==> config.mk <==
export PLATFORM = sky130hd
export DESIGN_NAME = cflush_top
export DESIGN_NICKNAME = d
export VERILOG_FILES = /design/src/rtl/cflush_pkg.sv /design/src/rtl/cflush_walk_ctr.sv /design/src/rtl/cflush_line_reg.sv /design/src/rtl/cflush_fsm.sv /design/src/rtl/cflush_top.sv
export SDC_FILE = /design/constraint.sdc
export NUM_CORES = 1
export LEC_CHECK = 0
export CAP_MARGIN = 40
export CORE_ASPECT_RATIO = 2
export CORE_UTILIZATION = 44
export DETAILED_ROUTE_END_ITERATION = 8
export PLACE_DENSITY_LB_ADDON = 0.05
export SLEW_MARGIN = 20
export SYNTH_ARGS = -nofsm -noshare
export SYNTH_HDL_FRONTEND = slang
export SYNTH_SLANG_ARGS = --single-unit
export TNS_END_PERCENT = 20
==> constraint.sdc <==
create_clock -name clk -period 2.8 [get_ports clk]
set_clock_uncertainty 0.15 [all_clocks]
set_input_delay 0.56 -clock clk [delete_from_list [all_inputs] [get_ports clk]]
set_output_delay 0.56 -clock clk [all_outputs]
set_load 0.02 [all_outputs]
==> src/rtl/cflush_pkg.sv <==
package cflush_pkg;

    localparam int SECTOR_BYTES = 32;
    localparam int SEC_OFF_W    = $clog2(SECTOR_BYTES);
    localparam int NUM_WAYS     = 2;

    typedef enum logic [1:0] {
        ST_IDLE,
        ST_READ,
        ST_CAST,
        ST_INV
    } fl_state_e;

    function automatic int sec_bits(input int sectors);
        return (sectors > 1) ? $clog2(sectors) : 0;
    endfunction

endpackage

==> src/rtl/cflush_walk_ctr.sv <==
module cflush_walk_ctr #(
    parameter int IDX_W = 7
) (
    input  logic             clk,
    input  logic             rst,
    input  logic             start,
    input  logic             step,
    output logic             way,
    output logic [IDX_W-1:0] idx,
    output logic             walk_last
);
    localparam logic [IDX_W-1:0] IDX_MAX = '1;

    logic             way_q;
    logic [IDX_W-1:0] idx_q;

    always_ff @(posedge clk) begin
        if (rst || start) begin
            way_q <= 1'b0;
            idx_q <= '0;
        end else if (step) begin
            if (idx_q == IDX_MAX) begin
                idx_q <= '0;
                way_q <= 1'b1;
            end else begin
                idx_q <= idx_q + 1'b1;
            end
        end
    end

    assign way       = way_q;
    assign idx       = idx_q;
    assign walk_last = way_q && (idx_q == IDX_MAX);

    // the way moves to 1 only as the index wraps to zero
    assert_way_wrap_R3: assert property (@(posedge clk) disable iff (rst)
        (step && !start && !walk_last && idx_q == IDX_MAX) |=> (way_q && idx_q == '0));

endmodule

==> src/rtl/cflush_line_reg.sv <==
module cflush_line_reg #(
    parameter int TAG_W   = 12,
    parameter int SECTORS = 2
) (
    input  logic               clk,
    input  logic               rst,
    input  logic               load,
    input  logic               sec_adv,
    input  logic               valid_in,
    input  logic [SECTORS-1:0] dirty_in,
    input  logic [TAG_W-1:0]   tag_in,
    output logic               cur_dirty,
    output logic               sec_last,
    output logic [TAG_W-1:0]   tag_q,
    output logic [(SECTORS>1 ? $clog2(SECTORS) : 1)-1:0] sec
);
    localparam int PTR_W = (SECTORS > 1) ? $clog2(SECTORS) : 1;

    logic               valid_q;
    logic [SECTORS-1:0] dirty_q;
    logic [PTR_W-1:0]   sec_q;

    always_ff @(posedge clk) begin
        if (rst) begin
            valid_q <= 1'b0;
            dirty_q <= '0;
            tag_q   <= '0;
            sec_q   <= '0;
        end else if (load) begin
            valid_q <= valid_in;
            dirty_q <= dirty_in;
            tag_q   <= tag_in;
            sec_q   <= '0;
        end else if (sec_adv) begin
            sec_q <= sec_q + 1'b1;
        end
    end

    assign cur_dirty = valid_q && dirty_q[sec_q];
    assign sec_last  = (sec_q == PTR_W'(SECTORS - 1));
    assign sec       = sec_q;

    // the sector pointer never steps past the last sector
    assert_sec_range_R4: assert property (@(posedge clk) disable iff (rst)
        sec_adv |-> !sec_last);

endmodule

==> src/rtl/cflush_fsm.sv <==
module cflush_fsm
    import cflush_pkg::*;
(
    input  logic clk,
    input  logic rst,
    input  logic flush_set,
    input  logic snoop_req,
    input  logic cur_dirty,
    input  logic sec_last,
    input  logic walk_last,
    input  logic co_ack,
    output logic busy,
    output logic tag_rd_en,
    output logic tag_inv_en,
    output logic line_load,
    output logic sec_adv,
    output logic walk_step,
    output logic walk_start,
    output logic co_req
);
    fl_state_e st, nxt;

    always_ff @(posedge clk) begin
        if (rst) st <= ST_IDLE;
        else     st <= nxt;
    end

    always_comb begin
        nxt        = st;
        tag_rd_en  = 1'b0;
        tag_inv_en = 1'b0;
        line_load  = 1'b0;
        sec_adv    = 1'b0;
        walk_step  = 1'b0;
        walk_start = 1'b0;
        co_req     = 1'b0;
        unique case (st)
            ST_IDLE: begin
                if (flush_set) begin
                    walk_start = 1'b1;
                    nxt        = ST_READ;
                end
            end
            ST_READ: begin
                if (!snoop_req) begin
                    tag_rd_en = 1'b1;
                    line_load = 1'b1;
                    nxt       = ST_CAST;
                end
            end
            ST_CAST: begin
                co_req = cur_dirty;
                if (!cur_dirty || co_ack) begin
                    if (sec_last) nxt = ST_INV;
                    else          sec_adv = 1'b1;
                end
            end
            ST_INV: begin
                if (!snoop_req) begin
                    tag_inv_en = 1'b1;
                    if (walk_last) begin
                        nxt = ST_IDLE;
                    end else begin
                        walk_step = 1'b1;
                        nxt       = ST_READ;
                    end
                end
            end
            default: nxt = ST_IDLE;
        endcase
    end

    assign busy = (st != ST_IDLE);

    // a flush only begins after a software request
    assert_start_by_request_R2: assert property (@(posedge clk) disable iff (rst)
        $rose(busy) |-> $past(flush_set));

    // the bit clears only after the final invalidation
    assert_clear_after_last_R8: assert property (@(posedge clk) disable iff (rst)
        $fell(busy) |-> $past(tag_inv_en && walk_last));

    // a snoop cycle is never used by the sequencer
    assert_snoop_owns_port_R7: assert property (@(posedge clk) disable iff (rst)
        snoop_req |-> !(tag_rd_en || tag_inv_en));

endmodule

==> src/rtl/cflush_top.sv <==
module cflush_top
    import cflush_pkg::*;
#(
    parameter int IDX_W   = 7,
    parameter int TAG_W   = 12,
    parameter int SECTORS = 2,
    localparam int SB     = sec_bits(SECTORS),
    localparam int ADDR_W = TAG_W + IDX_W + SB + SEC_OFF_W
) (
    input  logic               clk,
    input  logic               rst,
    input  logic               flush_set,
    output logic               flush_active,
    output logic               l1_block,
    input  logic               snoop_req,
    output logic               snoop_gnt,
    output logic               tag_rd_en,
    output logic               tag_inv_en,
    output logic               tag_way,
    output logic [IDX_W-1:0]   tag_idx,
    input  logic               tag_rd_valid,
    input  logic [SECTORS-1:0] tag_rd_dirty,
    input  logic [TAG_W-1:0]   tag_rd_tag,
    output logic               co_req,
    output logic               co_way,
    output logic [ADDR_W-1:0]  co_addr,
    input  logic               co_ack
);
    localparam int PTR_W = (SECTORS > 1) ? $clog2(SECTORS) : 1;

    logic             busy, line_load, sec_adv, walk_step, walk_start;
    logic             cur_dirty, sec_last, walk_last;
    logic [TAG_W-1:0] line_tag;
    logic [PTR_W-1:0] sec;

    cflush_fsm u_fsm (
        .clk        (clk),
        .rst        (rst),
        .flush_set  (flush_set),
        .snoop_req  (snoop_req),
        .cur_dirty  (cur_dirty),
        .sec_last   (sec_last),
        .walk_last  (walk_last),
        .co_ack     (co_ack),
        .busy       (busy),
        .tag_rd_en  (tag_rd_en),
        .tag_inv_en (tag_inv_en),
        .line_load  (line_load),
        .sec_adv    (sec_adv),
        .walk_step  (walk_step),
        .walk_start (walk_start),
        .co_req     (co_req)
    );

    cflush_walk_ctr #(.IDX_W(IDX_W)) u_walk (
        .clk       (clk),
        .rst       (rst),
        .start     (walk_start),
        .step      (walk_step),
        .way       (tag_way),
        .idx       (tag_idx),
        .walk_last (walk_last)
    );

    cflush_line_reg #(.TAG_W(TAG_W), .SECTORS(SECTORS)) u_line (
        .clk       (clk),
        .rst       (rst),
        .load      (line_load),
        .sec_adv   (sec_adv),
        .valid_in  (tag_rd_valid),
        .dirty_in  (tag_rd_dirty),
        .tag_in    (tag_rd_tag),
        .cur_dirty (cur_dirty),
        .sec_last  (sec_last),
        .tag_q     (line_tag),
        .sec       (sec)
    );

    generate
        if (SB > 0) begin : g_multi_sector
            assign co_addr = {line_tag, tag_idx, sec[SB-1:0], {SEC_OFF_W{1'b0}}};
        end else begin : g_single_sector
            logic unused_sec;
            assign unused_sec = ^sec;
            assign co_addr = {line_tag, tag_idx, {SEC_OFF_W{1'b0}}};
        end
    endgenerate

    assign co_way       = tag_way;
    assign flush_active = busy;
    assign l1_block     = busy;
    assign snoop_gnt    = snoop_req;

    // a pending castout holds its request and address until accepted
    assert_castout_hold_R5: assert property (@(posedge clk) disable iff (rst)
        (co_req && !co_ack) |=> (co_req && $stable(co_addr) && $stable(co_way)));

    // level-one traffic is held exactly while flushing
    assert_l1_block_R9: assert property (@(posedge clk) disable iff (rst)
        $rose(flush_active) |-> l1_block);

endmodule

==> out/qor.yml, run 1 <==
outcome: "complete, no violations"
ys_seq_elements: 26
grt_usage_pct: 21.0
core_um2: 2800
die_h_um: 79.6
rows: 27
grt_setup_unrepaired: "false"
drive_gt1_share_pct: 7.32
worst_ep_required_time_ns: 2.09
ys_types: 38
p_leak_nw: 0.704
postCtsHoldBufs: 0
cts_buffers: 3
final.period_utilization_pct: 93.5
overflow: 0
syn_area_um2: 1330
num_vias: 1226
layout_min_cycle_time_ns: 2.62
syn_inst: 160
avgViaCountPerCell: 5.24
clock_sinks: 26
clockRootBuffer: "clkbuf_8"
finalMaxSlewViolations: 0
p_per_area_nw_per_um2: 589
nets: 233
die_w_um: 40.8
synth_simple_gate_area_share_pct: 21.8
grt_max_degree: 21
yosys_warnings: 0
crit_path_max_fanout: 4
nFillCells: 255
finalWirelength_mm: 3.10
worstPathCellList: "clkdlybuf4s50_1, nand2b_1, inv_4, clkdlybuf4s50_1"
drtIter0Drc: 20
synthAdderAreaFrac_pct: 5.66
path_clk_slew_ns: 0.08
post_cts_resized: 0
cpMaxStageDelayCell: "clkdlybuf4s50_1"
clock_path_buffers: 2
synthXorXnorAreaFrac_pct: 1.32
grt_pass1_wl_mm: 4.90
worst_path_largest_cell_delay_ns: 0.61
fin_cells: 234
endpoint_kind: "output port"
critical_path_arrival_ns: 1.91
cts_setup_buffers: 0
gp_congestion: 0.733
first_global_vias: 1174
syn_avg_cell_area_um2: 8.29
setup_viol: 0
route.detailed.wl_per_inst_um: 13.2
first_pass_iters: 4
place_inst: 231
min_path_type: "flip-flop to flip-flop"
cp_common_cell: "clkdlybuf4s50_1"
postLayoutCoreUtil_pct: 65.8
ant_nets: 0
multi_input_area_um2: 647
clk_latency_ns: 0.26
dp_hpwl_mm: 2.50
synth_top_family_by_area: "simple AND/OR/NAND/NOR gates"
drc: 0
area_growth_pct: 39.1
cts_tree: "done"
max_cap_viol_count: 0
yosysSeqAreaShare_pct: 39.2
antenna_cells: 0
floorplan.initialDensity_pct: 47.3
start_kind: "input port"
crit_type: "input port to output port"
total_power_mw: 1.09
synth-compound-area-share_pct: 17.8
synthMuxAreaShare_pct: 0.755
antenna_found_initial: 0
ios: 60
hold_violations: 0
regArea_um2: 520
fin_tns_setup_ns: 0
port_buffers: 54
h-tree-depth: 1
clock.fmax_mhz: 382
peakVddDrop_mv: 0.440
dieArea_um2: 3250
-- kinds of logic (layout without fill, tap and decap cells) --
logic type               count (synthesis)  count (layout)
AO/OA/AOI/OAI                           39              39
XOR/XNOR                                 2               2
adder cells (fa/ha/maj)                  6               6
buffers and inverters                   26              67
flip-flops                              26              26
multiplexers                             1               1
other                                    1               5
AND/OR/NAND/NOR                         59              59
-- layer usage --
| metal | global-route usage (%) | wire [um] | up-vias |
|---|---|---|---|
| li1 | - | - | 609 |
| met1 | 20.0 | 1090 | 570 |
| met2 | 38.9 | 1830 | 43 |
| met3 | 3.06 | 126 | 4 |
| met4 | 9.33 | 48 | 0 |
| met5 | 0 | 0 | - |
-- cell usage in the layout (no fill, tap or decap), types with 3 or more instances in the layout --
cell,netlist,layout
buf_4,17,5
nand3_1,3,3
ha_1,6,6
conb_1,1,5
nor3_1,4,4
clkbuf_8,0,3
nor2_1,8,8
dfxtp_1,26,26
a21oi_1,19,19
o21ai_0,5,5
inv_1,3,3
nand2_1,34,34
clkdlybuf4s50_1,0,54
-- power by group --
| part | internal (mW) | switching, mW | total (mW) |
|---|---|---|---|
| logic | 0.198 | 0.233 | 0.431 |
| registers | 0.413 | 0.0373 | 0.451 |
| clock network | 0.0962 | 0.108 | 0.205 |
| total | 0.708 | 0.378 | 1.09 |
-- stage by stage --
step | worst slack, ns | hold slack [ns] | instance area, um2
final | 0.182 | 0.312 | 1840
after global routing | 0.129 | 0.333 | 1840
after CTS | 0.181 | 0.311 | 1840
after detailed placement | 0.191 | 0.299 | 1800
after global placement | 0.183 | 0.291 | 1800
after floorplan | 1.04 | 0.299 | 1340
-- final timing paths --
| check | start | slack [ns] | end | depth (start not counted) |
|---|---|---|---|---|
| hold / removal | u_line.tag_q[3] | 0.31 | u_line.tag_q[3] | 2 |
| setup reg to reg | u_fsm.st[1] | 1.11 | u_fsm.st[0] | 6 |
| setup / recovery | snoop_req | 0.18 | tag_rd_en | 4 |
| hold reg to reg | u_line.tag_q[3] | 0.31 | u_line.tag_q[3] | 2 |
-- layout make-up --
type,count,area share (%)
Tap cell,29,1.97
Inverter,5,1.15
Timing Repair Buffer,59,31.3
Sequential cell,26,28.2
Multi-Input combinational cell,112,35.1
Clock buffer,3,2.24
-- state kept, by name, indices dropped and copies added (netlist names) --
| register | flops |
|---|---|
| u_line.tag_q | 12 |
| u_walk.idx | 7 |
| u_fsm.st | 2 |
| u_line.dirty_q | 2 |
| u_line.sec | 1 |
| u_line.valid_q | 1 |
| u_walk.way | 1 |
-- critical path, delay by kind of cell --
family / cells / cell delay [ns]
simple gates: 1 / 0.22
buf+inv: 3 / 1.13
-- cell usage after synthesis (all sizes together) --
library cell | count | area, um2
a32oi | 1 | 8.76
a31oi | 2 | 12.5
o21ba | 1 | 10.0
ha | 6 | 75.1
buf | 20 | 149
nand3b | 2 | 15.0
nor3b | 1 | 7.51
nand3 | 4 | 25.0
nand2 | 34 | 128
nor3 | 4 | 20.0
a211o | 1 | 8.76
conb | 1 | 3.75
nand2b | 2 | 12.5
clkbuf | 1 | 3.75
o21a | 2 | 15.0
inv | 5 | 21.3
a21oi | 19 | 95.1
a21o | 1 | 7.51
dfxtp | 26 | 521
and3 | 1 | 11.3
o21ai | 7 | 35.0
nor2 | 8 | 30.0
mux2i | 1 | 10.0
a41oi | 1 | 8.76
nand4 | 3 | 40.0
o31ai | 1 | 7.51
xor2 | 2 | 17.5
a21boi | 1 | 7.51
o211ai | 2 | 20.0
Note: power is estimated with default switching activity, not from simulation.
==> run 2, diff against run 1 <==
--- a/config.mk
+++ b/config.mk
@@ -7,6 +7,7 @@
 export LEC_CHECK = 0
 export CAP_MARGIN = 40
 export CORE_ASPECT_RATIO = 2
+export CORE_MARGIN = 4
 export CORE_UTILIZATION = 44
 export DETAILED_ROUTE_END_ITERATION = 8
 export PLACE_DENSITY_LB_ADDON = 0.05
==> run 2 against run 1 <==
Worst setup slack improved by 0.0019 ns. Global-route usage fell by 3.7 points. Non-clock buffer count unchanged. Flip-flop and latch count is the same. Combinational power increased by 0.9%. Sequential share of layout area hardly changed. Critical path depth stayed put. Cell count rose by 0.43%. Total power decreased by 0.20%.
==> out/qor.yml, run 2 (same netlist as run 1, synthesis figures left out) <==
nets: 233
endpoint_kind: "output port"
start_kind: "input port"
critical_path_arrival_ns: 1.91
drtIter0Drc: 16
hold_violations: 0
dp_hpwl_mm: 2.60
worstPathCellList: "clkdlybuf4s50_1, nand2b_1, inv_4, clkdlybuf4s50_1"
grt_usage_pct: 17.3
p_per_area_nw_per_um2: 587
avgViaCountPerCell: 5.27
timing.rr.start: "u_fsm.st[1]"
crit_family: "buffers and inverters"
ant_nets: 0
grt_max_degree: 21
largest_reg_flops: 12
grt_setup_unrepaired: "false"
nFillCells: 272
clock.fmax_mhz: 382
cts_setup_buffers: 0
clock_path_buffers: 2
fin_tns_setup_ns: 0
clockRootBuffer: "clkbuf_8"
die_h_um: 85.6
max_cap_viol_count: 0
overflow: 0
grt_pass1_wl_mm: 5.25
clk_latency_ns: 0.26
seqPwrFrac_pct: 41.5
hold_depth: 2
setup_viol: 0
gp_congestion: 0.895
clock_sinks: 26
cts_tree: "done"
final_cell_mix: "clkdlybuf4s50_1, nand2_1, dfxtp_1"
rows: 28
cpMaxStageDelayCell: "clkdlybuf4s50_1"
path_clk_slew_ns: 0.08
p_leak_nw: 0.704
layout_min_cycle_time_ns: 2.62
outcome: "complete, no violations"
cp_common_cell: "clkdlybuf4s50_1"
first_global_vias: 1206
postCtsHoldBufs: 0
ios: 60
finalWirelength_mm: 3.25
drc: 0
r2r-end: "u_fsm.st[0]"
num_vias: 1238
r2r_slack_ns: 1.16
finalMaxSlewViolations: 0
switching_share_pct: 34.6
crit_path_max_fanout: 4
first_pass_iters: 3
switchingPower_uw: 375
drive_gt1_share_pct: 7.32
final_common_cell: "clkdlybuf4s50_1"
p_int_uw: 709
final.period_utilization_pct: 93.4
peakVddDrop_mv: 0.355
critical_path_buf_inv_count: 3
antenna_cells: 0
worst_ep_required_time_ns: 2.09
hold_path_end: "u_line.tag_q[2]"
worst_path_largest_cell_delay_ns: 0.60
largest-register: "u_line.tag_q"
min_path_type: "flip-flop to flip-flop"
port_buffers: 54
core_um2: 2940
cts_buffers: 3
antenna_found_initial: 0
die_w_um: 46.8
crit_type: "input port to output port"
r2r_cells: 6
total_power_mw: 1.08
dieArea_um2: 4010
clkPwrFrac_pct: 18.4
area_growth_pct: 39.2
floorplan.initialDensity_pct: 45.1
share_comb_of_total_power_pct: 40.1
h-tree-depth: 1
min_from: "u_line.tag_q[2]"
post_cts_resized: 0
route.detailed.wl_per_inst_um: 13.8
[run 2: cell counts in the layout (fill, tap and decap cells not counted)]
No cell type changed its count.
[run 2: metrics by stage]
stage | util, % | instances | hold WS, ns | instance area [um2] | setup WS (ns)
after floorplan | - | 164 | 0.299 | 1340 | 1.04
after global placement | 61.3 | 232 | 0.292 | 1800 | 0.184
after detailed placement | 61.3 | 232 | 0.305 | 1800 | 0.196
after CTS | 62.7 | 235 | 0.315 | 1850 | 0.176
after global routing | 62.7 | 235 | 0.345 | 1850 | 0.132
final | 62.7 | 235 | 0.310 | 1850 | 0.184
[run 2: per-layer routing]
| metal | wire, um | up-vias | track usage, % |
|---|---|---|---|
| met5 | 0 | - | 0 |
| met4 | 71 | 0 | 9.07 |
| met2 | 1810 | 45 | 29.9 |
| met3 | 207 | 7 | 3.99 |
| met1 | 1160 | 575 | 18.0 |
| li1 | - | 611 | - |
[run 2: layout make-up]
class | count | area, um2 | area share (%)
Clock buffer | 3 | 41.3 | 2.24
Timing Repair Buffer | 59 | 578 | 31.3
Sequential cell | 26 | 520 | 28.2
Tap cell | 30 | 37.5 | 2.03
Multi-Input combinational cell | 112 | 647 | 35.1
Inverter | 5 | 21.3 | 1.15
[run 2: worst register-to-register path, cell delays in order, from the launching register on]
cell and delay, ns:
dfxtp_1 0.41, inv_1 0.10, ha_1 0.21, o21ai_0 0.16, o21ai_1 0.15, a211o_1 0.30, a21oi_1 0.11
[run 2: how the worst max path moves through the flow]
stage	startpoint	endpoint	cells past startpoint
6_report	snoop_req	tag_rd_en	4
5_1_grt	snoop_req	tag_rd_en	4
4_1_cts	snoop_req	tag_rd_en	4
3_5_place_dp	snoop_req	tag_rd_en	4
3_3_place_gp	snoop_req	tag_rd_en	4
2_1_floorplan	snoop_req	tag_rd_en	4
[run 2: power by group through the flow]
stage | Clock (mW) | Combinational, mW | Sequential, mW
after floorplan | 0 | 0.263 | 0.478
after global placement | 0 | 0.420 | 0.454
after detailed placement | 0 | 0.439 | 0.458
after CTS | 0.210 | 0.441 | 0.450
after global routing | 0.224 | 0.480 | 0.456
final | 0.200 | 0.435 | 0.450
==> run 3, diff against run 2 <==
--- a/config.mk
+++ b/config.mk
@@ -10,6 +10,7 @@
 export CORE_MARGIN = 4
 export CORE_UTILIZATION = 44
 export DETAILED_ROUTE_END_ITERATION = 8
+export GPL_ROUTABILITY_DRIVEN = 1
 export PLACE_DENSITY_LB_ADDON = 0.05
 export SLEW_MARGIN = 20
 export SYNTH_ARGS = -nofsm -noshare
==> results of run 3 <==
Same layout as run 2: the final DEF is identical, and so are final timing and power.
